## config.mk

```make
export PLATFORM = sky130hd
export DESIGN_NAME = sercfg_top
export DESIGN_NICKNAME = d
export VERILOG_FILES = /design/src/rtl/sercfg_pkg.sv /design/src/rtl/sercfg_sync.sv /design/src/rtl/sercfg_timer.sv /design/src/rtl/sercfg_shift.sv /design/src/rtl/sercfg_top.sv
export SDC_FILE = /design/constraint.sdc
export NUM_CORES = 1
export LEC_CHECK = 0
export BUFFER_PORTS_ARGS = -buffer_cell sky130_fd_sc_hd__buf_2
export CAP_MARGIN = 20
export CELL_PAD_IN_SITES_DETAIL_PLACEMENT = 0
export CELL_PAD_IN_SITES_GLOBAL_PLACEMENT = 2
export CORE_MARGIN = 2
export CORE_UTILIZATION = 25
export CTS_CLUSTER_DIAMETER = 200
export DETAILED_ROUTE_END_ITERATION = 10
export HOLD_SLACK_MARGIN = 0.05
export PLACE_DENSITY_LB_ADDON = 0.1
export SLEW_MARGIN = 5
export SYNTH_ARGS = -nofsm -noshare
export SYNTH_HDL_FRONTEND = slang
export SYNTH_SLANG_ARGS = --single-unit
```

## constraint.sdc

```tcl
create_clock -name clk -period 1.81 [get_ports clk]
set_input_delay 0.362 -clock clk [delete_from_list [all_inputs] [get_ports clk]]
set_output_delay 0.362 -clock clk [all_outputs]
set_load 0.01 [all_outputs]
```

## src/rtl/sercfg_pkg.sv

```systemverilog
package sercfg_pkg;

  typedef enum logic [3:0] {
    ST_IDLE,
    ST_PULSE,
    ST_WLOW,
    ST_WHIGH,
    ST_SETTLE,
    ST_ARMED,
    ST_DATA,
    ST_FLUSH,
    ST_DONE,
    ST_FAULT
  } seq_state_t;

  localparam logic [1:0] REQ_ABORT  = 2'b00;
  localparam logic [1:0] REQ_START  = 2'b01;
  localparam logic [1:0] REQ_DATA   = 2'b10;
  localparam logic [1:0] REQ_FINISH = 2'b11;

  localparam int STAT_READY = 0;
  localparam int STAT_INIT  = 1;
  localparam int STAT_ERR   = 2;
  localparam int STAT_DONE  = 3;

  function automatic int ns_to_cyc_ceil(input int ns, input int mhz);
    return (ns * mhz + 999) / 1000;
  endfunction

endpackage

```

## src/rtl/sercfg_sync.sv

```systemverilog
module sercfg_sync #(
  parameter int           W       = 1,
  parameter logic [W-1:0] RST_VAL = '0
) (
  input  logic         clk,
  input  logic         rst,
  input  logic [W-1:0] d,
  output logic [W-1:0] q
);
  logic [W-1:0] stage1;

  always_ff @(posedge clk) begin
    if (rst) begin
      stage1 <= RST_VAL;
      q      <= RST_VAL;
    end else begin
      stage1 <= d;
      q      <= stage1;
    end
  end
endmodule

```

## src/rtl/sercfg_timer.sv

```systemverilog
module sercfg_timer #(
  parameter int W = 8
) (
  input  logic         clk,
  input  logic         rst,
  input  logic         load,
  input  logic [W-1:0] load_val,
  output logic         expired
);
  logic [W-1:0] remain;

  always_ff @(posedge clk) begin
    if (rst) begin
      remain <= '0;
    end else if (load) begin
      remain <= load_val;
    end else if (remain != '0) begin
      remain <= remain - 1'b1;
    end
  end

  assign expired = (remain == '0);
endmodule

```

## src/rtl/sercfg_shift.sv

```systemverilog
module sercfg_shift #(
  parameter int BYTE_W   = 8,
  parameter int HALF_CYC = 8
) (
  input  logic              clk,
  input  logic              rst,
  input  logic              kill,
  input  logic              load,
  input  logic              flush_go,
  input  logic [BYTE_W-1:0] byte_in,
  output logic              cclk,
  output logic              din,
  output logic              busy
);
  localparam int CNT_W = $clog2(HALF_CYC + 1);
  localparam int BIT_W = $clog2(BYTE_W + 1);
  localparam logic [CNT_W-1:0] PH_RELOAD = CNT_W'(HALF_CYC - 1);

  logic [CNT_W-1:0]  ph_cnt;
  logic [BIT_W-1:0]  bits_left;
  logic [BYTE_W-1:0] sreg;

  always_ff @(posedge clk) begin
    if (rst) begin
      cclk      <= 1'b0;
      din       <= 1'b0;
      busy      <= 1'b0;
      ph_cnt    <= '0;
      bits_left <= '0;
      sreg      <= '0;
    end else if (kill) begin
      cclk      <= 1'b0;
      busy      <= 1'b0;
      ph_cnt    <= '0;
      bits_left <= '0;
    end else if (!busy) begin
      if (load) begin
        sreg      <= byte_in;
        din       <= byte_in[BYTE_W-1];
        bits_left <= BIT_W'(BYTE_W);
        busy      <= 1'b1;
        cclk      <= 1'b0;
        ph_cnt    <= PH_RELOAD;
      end else if (flush_go) begin
        sreg      <= '1;
        din       <= 1'b1;
        bits_left <= BIT_W'(1);
        busy      <= 1'b1;
        cclk      <= 1'b0;
        ph_cnt    <= PH_RELOAD;
      end
    end else if (ph_cnt != '0) begin
      ph_cnt <= ph_cnt - 1'b1;
    end else if (!cclk) begin
      cclk   <= 1'b1;
      ph_cnt <= PH_RELOAD;
    end else begin
      cclk      <= 1'b0;
      bits_left <= bits_left - 1'b1;
      if (bits_left == BIT_W'(1)) begin
        busy <= 1'b0;
      end else begin
        sreg   <= {sreg[BYTE_W-2:0], 1'b0};
        din    <= sreg[BYTE_W-2];
        ph_cnt <= PH_RELOAD;
      end
    end
  end
endmodule

```

## src/rtl/sercfg_top.sv

```systemverilog
module sercfg_top
  import sercfg_pkg::*;
#(
  parameter int CLK_MHZ  = 100,
  parameter int PROG_NS  = 2000,
  parameter int POST_NS  = 5000,
  parameter int HALF_NS  = 80,
  parameter int SETUP_NS = 50,
  parameter int BYTE_W   = 8
) (
  input  logic              clk,
  input  logic              rst,
  input  logic              host_wr,
  input  logic              host_sel,
  input  logic [BYTE_W-1:0] host_wdata,
  output logic [3:0]        host_status,
  output logic              host_busy,
  output logic              cfg_prog_n,
  input  logic              cfg_init_n,
  input  logic              cfg_done,
  output logic              cfg_cclk,
  output logic              cfg_din
);
  // strictly longer than the pulse minimum
  localparam int PROG_CYC = (PROG_NS * CLK_MHZ) / 1000 + 1;
  localparam int POST_CYC = ns_to_cyc_ceil(POST_NS, CLK_MHZ);
  localparam int HI_CYC   = ns_to_cyc_ceil(HALF_NS, CLK_MHZ);
  localparam int SU_CYC   = ns_to_cyc_ceil(SETUP_NS, CLK_MHZ);
  localparam int HS_CYC   = (HI_CYC > SU_CYC) ? HI_CYC : SU_CYC;
  localparam int HALF_CYC = (HS_CYC < 1) ? 1 : HS_CYC;
  localparam int TMAX     = (PROG_CYC > POST_CYC) ? PROG_CYC : POST_CYC;
  localparam int TMR_W    = $clog2(TMAX + 1);

  seq_state_t state, nxt;
  logic       init_s, done_s;
  logic       tmr_load, tmr_zero;
  logic [TMR_W-1:0] tmr_val;
  logic       shf_busy, shf_kill, shf_load, shf_flush;
  logic       req_wr;
  logic [1:0] req_code;
  logic       prog_n_q;

  sercfg_sync #(.W(2), .RST_VAL(2'b10)) u_sync (
    .clk (clk),
    .rst (rst),
    .d   ({cfg_init_n, cfg_done}),
    .q   ({init_s, done_s})
  );

  sercfg_timer #(.W(TMR_W)) u_timer (
    .clk      (clk),
    .rst      (rst),
    .load     (tmr_load),
    .load_val (tmr_val),
    .expired  (tmr_zero)
  );

  assign req_wr   = host_wr && !host_sel;
  assign req_code = host_wdata[1:0];

  always_comb begin
    nxt      = state;
    tmr_load = 1'b0;
    tmr_val  = TMR_W'(PROG_CYC);
    if (req_wr) begin
      case (req_code)
        REQ_ABORT: nxt = ST_IDLE;
        REQ_START: begin
          nxt      = ST_PULSE;
          tmr_load = 1'b1;
        end
        REQ_DATA: begin
          if (state == ST_ARMED) nxt = ST_DATA;
        end
        default: begin
          if (state == ST_DATA && !shf_busy) nxt = ST_FLUSH;
        end
      endcase
    end else begin
      case (state)
        ST_PULSE:  if (tmr_zero) nxt = ST_WLOW;
        ST_WLOW:   if (!init_s && !done_s) nxt = ST_WHIGH;
        ST_WHIGH: begin
          if (init_s) begin
            nxt      = ST_SETTLE;
            tmr_load = 1'b1;
            tmr_val  = TMR_W'(POST_CYC);
          end
        end
        ST_SETTLE: if (tmr_zero) nxt = ST_ARMED;
        ST_ARMED:  if (!init_s) nxt = ST_FAULT;
        ST_DATA:   if (!init_s) nxt = ST_FAULT;
        ST_FLUSH: begin
          if (!init_s)                  nxt = ST_FAULT;
          else if (done_s && !shf_busy) nxt = ST_DONE;
        end
        default: nxt = state;
      endcase
    end
  end

  always_ff @(posedge clk) begin
    if (rst) begin
      state    <= ST_IDLE;
      prog_n_q <= 1'b1;
    end else begin
      state    <= nxt;
      prog_n_q <= (nxt != ST_PULSE);
    end
  end

  assign shf_kill  = (state != ST_DATA) && (state != ST_FLUSH);
  assign shf_load  = host_wr && host_sel && (state == ST_DATA) && !shf_busy;
  assign shf_flush = (state == ST_FLUSH) && !done_s;

  sercfg_shift #(.BYTE_W(BYTE_W), .HALF_CYC(HALF_CYC)) u_shift (
    .clk      (clk),
    .rst      (rst),
    .kill     (shf_kill),
    .load     (shf_load),
    .flush_go (shf_flush),
    .byte_in  (host_wdata),
    .cclk     (cfg_cclk),
    .din      (cfg_din),
    .busy     (shf_busy)
  );

  always_comb begin
    host_status = 4'b0000;
    host_status[STAT_READY] = (state == ST_DATA) && !shf_busy;
    host_status[STAT_INIT]  = (state == ST_ARMED) || (state == ST_DATA) ||
                              (state == ST_FLUSH) || (state == ST_DONE);
    host_status[STAT_ERR]   = (state == ST_FAULT);
    host_status[STAT_DONE]  = (state == ST_DONE);
  end

  assign host_busy  = shf_busy;
  assign cfg_prog_n = prog_n_q;
endmodule

```

== Word-level counts from Yosys, hierarchy flattened ==
Cells that the tools add are included.

* Bitwise operators: 1
* Mux-type cells: 55
* Eq/ne operators: 19
* Reductions and logical operators: 28
* Add/subtract/negate cells: 3

{| class="wikitable"
|+ Operators with widths
! operator !! count
|-
| 4-bit two-way mux || 21
|-
| 9-bit two-way mux || 5
|-
| 7-bit two-way mux || 6
|-
| 4-bit case mux with 6 select lines || 1
|-
| 1-bit two-way mux || 21
|-
| 4-bit by 3-bit equality test with 1-bit output (second input constant) || 4
|-
| 4-bit case mux with 3 select lines || 1
|-
| 1-bit logical AND || 9
|-
| 9-bit logical NOT || 1
|-
| 9-bit nonzero test || 1
|-
| 9-bit by 1-bit subtractor with 9-bit output (second input constant) || 1
|-
| 4-bit by 1-bit equality test with 1-bit output (second input constant) || 2
|-
| 4-bit by 2-bit equality test with 1-bit output (second input constant) || 2
|-
| 4-bit equality test (second input constant) || 2
|-
| 4-bit by 3-bit != test with 1-bit output (second input constant) || 2
|-
| 4-bit by 1-bit subtractor with 4-bit output (second input constant) || 2
|-
| 5-bit AND reduction || 1
|-
| 1-bit logical NOT || 4
|-
| 2-bit != test (second input constant) || 2
|-
| 4-bit by 1-bit != test with 1-bit output (second input constant) || 1
|-
| 4-bit != test (second input constant) || 1
|-
| 2-bit AND reduction || 2
|-
| 4-bit nonzero test || 1
|-
| 2-bit OR reduction || 2
|-
| other kinds (9) || 11
|}

* Output and inout port bits: 8
* Register bits after elaboration: 36

== Logic depth before layout (Yosys ltp) ==
Gate-level depths: netlist (run 1).

* Word-level depth: 7
* Gate-level depth with buffers: 8
* Mapped depth without buffers: 7

== By module ==
Synthesis (run 1) repeated with hierarchy kept, for this count alone.

* Cells, all modules: 259
* Area total of the unflattened synthesis: 2142.1 sq um

{| class="wikitable"
|+ Modules (own cells, without submodules)
! module !! area an instance (sq um) !! seq. area each (sq um) !! instances !! cells an instance
|-
| sercfg_shift || 972.2 || 360.3 || 1 || 113
|-
| sercfg_top || 550.5 || 100.1 || 1 || 76
|-
| sercfg_timer || 514.2 || 180.2 || 1 || 62
|-
| sercfg_sync || 105.1 || 80.1 || 1 || 8
|}

== Least setup slack after synthesis (run 1) ==
OpenSTA, ideal clock, no wires.

* Kind: register -> register
* From: register state[1]
* To: register prog_n_q (netlist: cfg_prog_n)
* Setup time: 0.134 ns
* Required time: 1.676 ns
* Stages on the path, launching flop included: 7
* Setup slack: -0.152 ns
* Data arrival time: 1.828 ns
* Buffers on the path: 1
* Period minus slack after synthesis: 1.962 ns
* Path through: dfxtp_1 > buf_6 > nand3b_4 > or4b_1 > a221oi_2 > nand3_1 > or4b_1

* Cells in the longest elaborated chain, start to end: 6
* Elaborated cells on any way between the ends: 22
* Classes of those cells: eq/ne: 8; mux: 12; reduce/logical: 2

{| class="wikitable"
|+ Ends and longest elaborated chain
! what !! RTL line !! text
|-
| start, declared || sercfg_top.sv:34 || <nowiki>seq_state_t state, nxt;</nowiki>
|-
| start signal, assigned || sercfg_top.sv:107 || <nowiki>state <= nxt;</nowiki>
|-
| 4-bit by 3-bit equality test with 1-bit output || sercfg_top.sv:76, sercfg_top.sv:80 ||
|-
| 1-bit logical AND || sercfg_top.sv:76 || <nowiki>if (state == ST_DATA && !shf_busy) nxt = ST_FLUSH;</nowiki>
|-
| 4-bit two-way mux || sercfg_top.sv:76 ||
|-
| 4-bit case mux with 3 select lines || sercfg_top.sv:66 || <nowiki>case (req_code)</nowiki>
|-
| 4-bit two-way mux (*) || sercfg_top.sv:65 || <nowiki>if (req_wr) begin</nowiki>
|-
| 4-bit by 1-bit != test with 1-bit output (*) || sercfg_top.sv:108 || <nowiki>prog_n_q <= (nxt != ST_PULSE);</nowiki>
|-
| end signal, assigned || sercfg_top.sv:108 ||
|-
| end, declared || sercfg_top.sv:41 || <nowiki>logic prog_n_q;</nowiki>
|}

Every way passes the cells marked *; elsewhere a longest branch is shown, timed or not.
A chain may end at the register's enable or synchronous reset.

== Worst setup path after layout (run 1) ==
* From: register state[3]
* To: register prog_n_q (netlist: cfg_prog_n)

The elaborated chain is that of the path after synthesis.

==> results of run 1 <==
[routing by layer]
layer  vias to the layer above  global-route usage [%]  part of all wire [%]
met5                         -                       0                     0
met2                        27                    21.9                    49
met1                       934                    17.9                    47
met4                         0                    3.68                   1.3
li1                       1010                       -                     -
met3                         8                    2.90                   2.6
[per-stage QoR]
step	hold WS [ns]	worst slack, ns	instance area (sq um)
after CTS	0.256	-0.116	2680
after floorplan	0.389	-0.152	2000
after global routing	0.258	-0.220	2820
after detailed placement	0.414	-0.136	2520
final	0.263	-0.143	2820
after global placement	0.414	-0.136	2520
[area by class of cell]
class	count	area, sq um
Fill cell	810	4910
Tap cell	102	128
Multi-Input combinational cell	184	1340
Timing Repair Buffer	71	495
Clock buffer	7	96.3
Sequential cell	36	729
Inverter	10	37.5
[Yosys cell counts, types with 2 or more instances]
| cell type | instances | share of area (%) |
|---|---|---|
| inv_1 | 9 | 1.7 |
| clkbuf_1 | 15 | 2.8 |
| and3_1 | 2 | 0.63 |
| nor3_1 | 4 | 1.0 |
| a31oi_1 | 3 | 0.94 |
| a311oi_1 | 3 | 1.3 |
| xnor2_1 | 4 | 1.8 |
| or3b_2 | 2 | 0.88 |
| or2_2 | 6 | 1.9 |
| nand3_1 | 3 | 0.76 |
| dfxtp_1 | 36 | 36 |
| and2_1 | 2 | 0.63 |
| nand2b_1 | 4 | 1.3 |
| nor2_1 | 9 | 1.7 |
| ha_1 | 5 | 3.1 |
| o21a_1 | 4 | 1.5 |
| nor2b_1 | 9 | 2.8 |
| a211oi_1 | 2 | 0.76 |
| a21oi_1 | 27 | 6.8 |
| nor4_1 | 3 | 0.94 |
| nand2_1 | 19 | 3.6 |
| xor2_1 | 4 | 1.8 |
| or3_1 | 13 | 4.1 |
| o22ai_1 | 8 | 2.5 |
| or4b_1 | 2 | 1.0 |
| o21ai_0 | 22 | 5.5 |
| o211ai_1 | 2 | 0.76 |
| nand4b_1 | 4 | 1.8 |
[registers in the layout, indices dropped and copies added (netlist names), 2 cells and up]
name	flops
u_timer.remain	9
u_shift.sreg	7
state	4
u_shift.bits_left	4
u_shift.ph_cnt	4
u_sync.q	2
u_sync.stage1	2
[critical path, stage by stage, from the launching register on]
cell and delay, ns:
dfxtp_2 0.32, nand3b_4 0.15, or4b_4 0.49, a221oi_2 0.29
nand3_1 0.10, or4b_1 0.49
[report_power, final]
part	internal (uW)	switching (uW)	leakage, uW
Combinational	565	487	0.000781
Clock	340	295	0.0000503
Sequential	902	71.7	0.000297
Total	1810	854	0.00113
[worst min-delay path by stage]
stage	start	endpoint	slack, ns	cells after the start
global placement	u_sync.stage1[1]	u_sync.q[1]	0.41	1
detailed placement	u_sync.stage1[1]	u_sync.q[1]	0.41	1
global route	cfg_init_n	u_sync.stage1[1]	0.26	2
finish	cfg_init_n	u_sync.stage1[1]	0.26	2
floorplan	u_sync.stage1[1]	u_sync.q[1]	0.39	1
CTS	cfg_init_n	u_sync.stage1[1]	0.26	2
[kinds of logic (layout without fill, tap and decap cells)]
kind of cell | Yosys count | in the layout | synth area share [%]
AOI/OAI and AO/OA | 79 | 79 | 24.0
muxes | 1 | 1 | 0.504
xor gates and xnor gates | 8 | 8 | 3.53
buffers and inverters | 27 | 88 | 5.48
DFF | 36 | 36 | 36.3
adders and majority gates | 5 | 5 | 3.15
and+or+nand+nor | 90 | 91 | 27.1
[timing repair]
action	4_1_cts	5_1_grt
hold buffers	0	0
pin swaps	2	20
gates cloned	1	1
gates resized for setup	17	31
setup buffers	0	1
endpoints found under the setup margin	18	18
==> flow_metrics.py, run 1 <==
metrics = {
    "timing": {
        "finalSetupTns_ns": -0.143,
        "finalHoldViolCount": 0,
        "timing.fmax_mhz": 512,
        "period_share_pct": 108,
        "finClkSkew_ns": 0.00342,
        "worstMarginPinSlew_ns": 0.308,
        "fin_crit_ns": 1.95,
        "relSlewSlack_pct": 79.0,
        "rsz0062_at_grt": "true",
        "finalSetupViolations": 1,
        "slew_viol_final": 0,
        "fin_ws_ns": -0.143,
    },
    "clock_tree": {
        "cts_tree": "built",
        "h-tree-depth": 2,
        "clk_latency_ns": 0.28,
        "numClockSinks": 36,
        "cts.path.max_buffers": 2,
        "clk_pin_slew_ns": 0.08,
        "cts_made_buffers": 5,
        "root_buffer": "clkbuf_8",
    },
    "pwr": {
        "finalPower_uw": 2660,
        "power_density_mw_per_mm2": 943,
        "peakVddDrop_mv": 0.345,
        "power_leakage_uw": 0.00113,
    },
    "setup_path": {
        "crit_arrival_ns": 2.12,
        "worst_setup_path_start_kind": "register",
        "worstPathMaxFanout": 2,
        "r2r_setup_slack_ns": -0.14,
        "crit_required_ns": 1.97,
        "crit_path_end_kind": "register",
        "cp-startpoint": "state[3]",
        "r2r_start": "state[3]",
        "timing.rr.end": "cfg_prog_n",
        "crit_path_end": "cfg_prog_n",
        "ff2ff_path_depth": 5,
        "critical_path_class": "register to register",
    },
    "grt": {
        "grt_max_degree": 17,
        "grt_pass1_wl_um": 9240,
        "grt_overflow": 0,
        "grt_usage_pct": 13.4,
        "antenna_found_initial": 0,
        "grt_pass1_vias": 1892,
    },
    "place": {
        "portBuffers": 21,
        "dp.cells": 400,
        "routabilityCongestion": 0.803,
        "dp_hpwl_um": 3970,
    },
    "route": {
        "antenna_left": 0,
        "vias": 1979,
        "routed_wl_um": 5760,
        "drt-initial-drc-count": 54,
        "firstDrtPassIters": 4,
        "wl_per_cell_um": 14.1,
        "drc_errors": 0,
        "viasPerCell": 4.83,
    },
    "final_layout": {
        "antennaDiodeCount": 0,
        "layout.nets": 327,
        "drive_gt1_share_pct": 39.6,
        "final_cell_mix": "46 x buf_4, 29 x dfxtp_1, 21 x a21oi_1, 21 x buf_2",
        "fin_util_pct": 36.5,
        "stdcell_count": 410,
        "final_common_cell": "buf_4",
        "areaGrowthSynthToFinish_pct": 42.0,
    },
    "yosys": {
        "postSynthAreaPerCell_sq_um": 8.08,
        "syn-instance-count": 246,
        "ys_types": 48,
        "synth-seq-cells": 36,
        "synth_nets": 265,
        "synth_flop_cell": "dfxtp_1",
        "synth-seq-area-share_pct": 36.3,
        "synth_edf_count": 0,
        "ys_warn_count": 0,
        "async_flop_share_pct": 0,
        "syn_area_sq_mm": 0.00199,
    },
    "floorplan": {
        "dieArea_sq_mm": 0.00868,
        "rows": 32,
        "die_h_um": 93.2,
        "core_sq_mm": 0.00773,
        "ioPinCount": 22,
        "die_w_um": 93.2,
        "initial_core_util_pct": 25.7,
    },
    "status": {
        "violations": "setup timing",
        "status": "finished, violations left",
    },
    "job": {
        "timing.max_cap.violations": 0,
    },
    "worst_hold_path": {
        "hp-class": "input pin to register",
    },
}
Power figures use the tool's default switching activity.
==> inputs of run 2 (changes only) <==
--- a/config.mk
+++ b/config.mk
@@ -11,2 +11,3 @@
 export CELL_PAD_IN_SITES_GLOBAL_PLACEMENT = 2
+export CORE_ASPECT_RATIO = 1.4
 export CORE_MARGIN = 2
--- a/constraint.sdc
+++ b/constraint.sdc
@@ -3,2 +3,2 @@
 set_output_delay 0.362 -clock clk [all_outputs]
-set_load 0.01 [all_outputs]
+set_load 0.05 [all_outputs]
==> flow_metrics.py, run 2 (synthesized netlist as in run 1, its figures left out) <==
metrics = {
    "grt": {
        "antenna_found_initial": 0,
        "grt_max_degree": 21,
        "grt_usage_pct": 14.5,
        "grt_pass1_vias": 2040,
        "grt_overflow": 0,
        "grt_pass1_wl_um": 9900,
    },
    "route": {
        "drt-initial-drc-count": 67,
        "routed_wl_um": 6060,
        "vias": 2036,
        "viasPerCell": 4.80,
        "antenna_left": 0,
        "firstDrtPassIters": 4,
        "drc_errors": 0,
        "wl_per_cell_um": 14.3,
    },
    "setup_path": {
        "crit_path_end_kind": "register",
        "slowest_stage": "or4b_4",
        "crit_required_ns": 1.97,
        "crit_arrival_ns": 2.03,
        "worstPathMaxFanout": 2,
        "r2r_setup_slack_ns": -0.06,
        "cpPeakStageDelay_ns": 0.48,
        "critPathBufInv": 0,
        "path_cells": "nand3b_4 -> or4b_4 -> a221oi_2 -> nand3_1 -> or4b_1",
        "worst_setup_path_start_kind": "register",
        "critical_path_class": "register to register",
        "crit_family": "simple AND/OR/NAND/NOR gates",
    },
    "final_layout": {
        "antennaDiodeCount": 0,
        "fin_area_sq_mm": 0.00301,
        "final_common_cell": "buf_4",
        "reg_top3": "u_timer.remain: 9 flops, u_shift.sreg: 7 flops",
        "areaGrowthSynthToFinish_pct": 51.6,
        "layout.nets": 342,
        "top_register": "u_timer.remain",
        "fin_util_pct": 38.9,
        "largest_register_ffs": 9,
        "final_cell_mix": "58 x buf_4, 28 x dfxtp_1, 19 x a21oi_1, 17 x buf_2, 16 x nand2_1",
        "drive_gt1_share_pct": 44.8,
    },
    "clock_tree": {
        "cts_made_buffers": 5,
        "h-tree-depth": 2,
        "clk_latency_ns": 0.28,
        "numClockSinks": 36,
        "cts_tree": "built",
        "cts.path.max_buffers": 2,
        "clk_pin_slew_ns": 0.08,
        "root_buffer": "clkbuf_8",
    },
    "floorplan": {
        "die_h_um": 109,
        "core_sq_mm": 0.00775,
        "die_w_um": 79.3,
        "dieArea_sq_mm": 0.00869,
        "ioPinCount": 22,
        "rows": 38,
        "initial_core_util_pct": 25.6,
    },
    "timing": {
        "fin_ws_ns": -0.0615,
        "slew_viol_final": 0,
        "finalHoldViolCount": 0,
        "fin_crit_ns": 1.87,
        "period_share_pct": 103,
        "finalSetupTns_ns": -0.0916,
        "holdWs_ns": 0.270,
        "finClkSkew_ns": 0.00929,
        "relSlewSlack_pct": 79.2,
        "rsz0062_at_grt": "true",
        "worstMarginPinSlew_ns": 0.305,
        "finalSetupViolations": 2,
        "timing.fmax_mhz": 534,
    },
    "pwr": {
        "power_leakage_uw": 0.00124,
        "peakVddDrop_mv": 0.439,
        "power_density_mw_per_mm2": 916,
    },
    "place": {
        "routabilityCongestion": 0.740,
        "dp_hpwl_um": 4150,
        "portBuffers": 21,
        "place_worst_setup_slack_ns": -0.151,
        "placed_area_sq_mm": 0.00262,
    },
    "status": {
        "status": "finished, violations left",
        "violations": "setup timing",
    },
    "job": {
        "timing.max_cap.violations": 0,
    },
    "worst_hold_path": {
        "hp-class": "input pin to register",
    },
}
run 2: path summary, 6_finish.rpt:
check,start,endpoint,depth (start not counted)
hold / removal,cfg_init_n,u_sync.stage1[1],2
hold reg to reg,u_sync.stage1[1],u_sync.q[1],1
setup / recovery,state[3],cfg_prog_n,5
setup reg to reg,state[3],cfg_prog_n,5
run 2: area by class of cell:
type                       count  area (sq um)
tap                          100           125
sequential                    36           733
clock inverter                 2          35.0
inverter                      10          37.5
multi-input combinational    184          1340
clock buffer                   6          72.6
timing repair buffer          86           671
fill                         826          4740
run 2: metal layers:
| layer | track usage [%] | part of all wire, % |
|---|---|---|
| met4 | 5.42 | 1.8 |
| met1 | 16.8 | 43 |
| met3 | 2.46 | 1.9 |
| met2 | 26.3 | 53 |
| met5 | 0 | 0 |
run 2: stage by stage:
stage | cells | total power [uW]
final | 424 | 2760
after global routing | 424 | 2980
after CTS | 418 | 2790
after detailed placement | 406 | 2040
after global placement | 406 | 2050
after floorplan | 246 | 1610
run 2: report_power, final:
group	total (uW)	internal (uW)	leakage [uW]	switching (uW)
sequential	974	901	0.000298	72.5
clock	705	409	0.0000552	296
combinational	1080	582	0.000883	500
run 2: timing repair:
| item | in CTS | in global routing |
|---|---|---|
| buffers inserted | 5 | 4 |
| hold buffers | 0 | 0 |
| pin swaps | 7 | 25 |
| gates cloned | 0 | 2 |
| resized for setup | 27 | 40 |
| endpoints found under the setup margin | 18 | 21 |
==> inputs of run 3 (changes only) <==
==> constraint.sdc (replaced) <==
create_clock -name clk -period 1.81 [get_ports clk]
set_input_delay 0.181 -clock clk [delete_from_list [all_inputs] [get_ports clk]]
set_output_delay 0.181 -clock clk [all_outputs]
set_load 0.05 [all_outputs]
==> flow_metrics.py, run 3 (synthesized netlist as in run 1, its figures left out) <==
metrics = {
    "final_layout": {
        "layout.nets": 326,
        "reg_top3": "u_timer.remain: 9 flops, u_shift.sreg: 7 flops",
        "drive_gt1_share_pct": 39.6,
        "final_cell_mix": "43 x buf_4, 28 x dfxtp_1, 22 x a21oi_1, 20 x buf_2, 18 x nand2_1",
        "areaGrowthSynthToFinish_pct": 43.3,
        "antennaDiodeCount": 0,
        "top_register": "u_timer.remain",
        "largest_register_ffs": 9,
        "final_common_cell": "buf_4",
    },
    "grt": {
        "grt_pass1_vias": 2041,
        "grt_overflow": 0,
        "antenna_found_initial": 0,
        "grt_usage_pct": 14.9,
        "grt_max_degree": 21,
        "grt_pass1_wl_um": 10200,
    },
    "timing": {
        "rsz0062_at_grt": "true",
        "finalSetupViolations": 1,
        "fin_crit_ns": 1.93,
        "timing.fmax_mhz": 517,
        "relSlewSlack_pct": 79.4,
        "period_share_pct": 107,
        "finClkSkew_ns": 0.00453,
        "slew_viol_final": 0,
        "holdWs_ns": 0.0694,
        "worstMarginPinSlew_ns": 0.308,
        "fin_ws_ns": -0.124,
        "finalHoldViolCount": 0,
    },
    "pwr": {
        "power_leakage_uw": 0.00115,
        "clkPwrFrac_pct": 22.5,
        "sw_frac_of_total_pct": 33.8,
        "peakVddDrop_mv": 0.405,
        "power_density_mw_per_mm2": 907,
        "p_int_uw": 1710,
        "p_comb_share_pct": 39.8,
        "p_switching_uw": 872,
        "p_seq_share_pct": 37.6,
    },
    "place": {
        "portBuffers": 21,
        "place_worst_setup_slack_ns": -0.154,
        "routabilityCongestion": 0.749,
        "dp_hpwl_um": 4050,
    },
    "status": {
        "status": "finished, violations left",
        "violations": "setup timing",
    },
    "setup_path": {
        "crit_arrival_ns": 2.10,
        "worstPathMaxFanout": 2,
        "crit_path_end_kind": "register",
        "critical_path_class": "register to register",
        "crit_required_ns": 1.97,
        "worst_setup_path_start_kind": "register",
    },
    "clock_tree": {
        "cts.path.max_buffers": 2,
        "clk_latency_ns": 0.29,
        "numClockSinks": 36,
        "cts_tree": "built",
        "h-tree-depth": 2,
        "holdBufCountCts": 0,
        "clk_pin_slew_ns": 0.08,
        "cts_made_buffers": 5,
        "root_buffer": "clkbuf_8",
    },
    "route": {
        "routed_wl_um": 5900,
        "vias": 1982,
        "firstDrtPassIters": 4,
        "viasPerCell": 4.86,
        "antenna_left": 0,
        "drt-initial-drc-count": 85,
        "wl_per_cell_um": 14.5,
        "drc_errors": 0,
    },
    "worst_hold_path": {
        "hp-class": "input pin to register",
    },
    "floorplan": {
        "rows": 38,
        "die_h_um": 109,
        "die_w_um": 79.3,
        "core_sq_mm": 0.00775,
        "ioPinCount": 22,
        "initial_core_util_pct": 25.6,
        "dieArea_sq_mm": 0.00869,
    },
    "job": {
        "timing.max_cap.violations": 0,
    },
}
-- run 3: worst max-delay path, stage by stage, from the launching register on --
cell,delay (ns)
dfxtp_2,0.32
nand3b_4,0.14
or4b_4,0.51
a221oi_2,0.23
nand3_1,0.09
or4b_1,0.51
-- run 3: repair_timing --
item                                    in CTS  in global routing
setup buffers                                5                  4
gates cloned                                 2                  0
endpoints found under the setup margin      17                 19
pin swaps                                   17                 18
resized for setup                           26                 31
-- run 3: through the flow --
stage	utilization, %	TNS, ns	instances	total power (uW)	instance area, sq um
global route	36.7	-0.548	408	2790	2850
finish	36.7	-0.124	408	2580	2850
global placement	32.1	-1.05	390	2020	2490
detailed placement	32.1	-1.15	390	2010	2490
CTS	35.4	-0.188	404	2620	2740
floorplan	-	-0.488	246	1600	2020
-- run 3: area by class of cell --
type | instances | area, sq um
Sequential cell | 36 | 733
Multi-Input combinational cell | 183 | 1310
Clock inverter | 3 | 18.8
Timing Repair Buffer | 71 | 552
Fill cell | 836 | 4900
Clock buffer | 5 | 68.8
Inverter | 10 | 37.5
Tap cell | 100 | 125
-- run 3: final timing paths --
path / from / endpoint / slack [ns] / cells after the start
min: cfg_init_n / u_sync.stage1[1] / 0.07 / 2
max: state[3] / cfg_prog_n / -0.12 / 5
max reg2reg: state[3] / cfg_prog_n / -0.12 / 5
min reg2reg: u_sync.stage1[1] / u_sync.q[1] / 0.41 / 1
-- run 3: power by group through the flow --
stage	Combinational, uW	Sequential (uW)	Clock (uW)
after floorplan	604	997	0
after global placement	1030	992	0
after detailed placement	1020	990	0
after CTS	1040	972	614
after global routing	1150	989	649
final	1030	971	582
-- run 3: per-layer routing --
layer  vias to the layer above  share of wire [%]  global-route usage (%)
met5                         -                  0                       0
li1                       1010                  -                       -
met2                        17                 51                    26.9
met4                         0                1.2                    4.06
met1                       947                 46                    18.0
met3                         8                2.4                    2.71
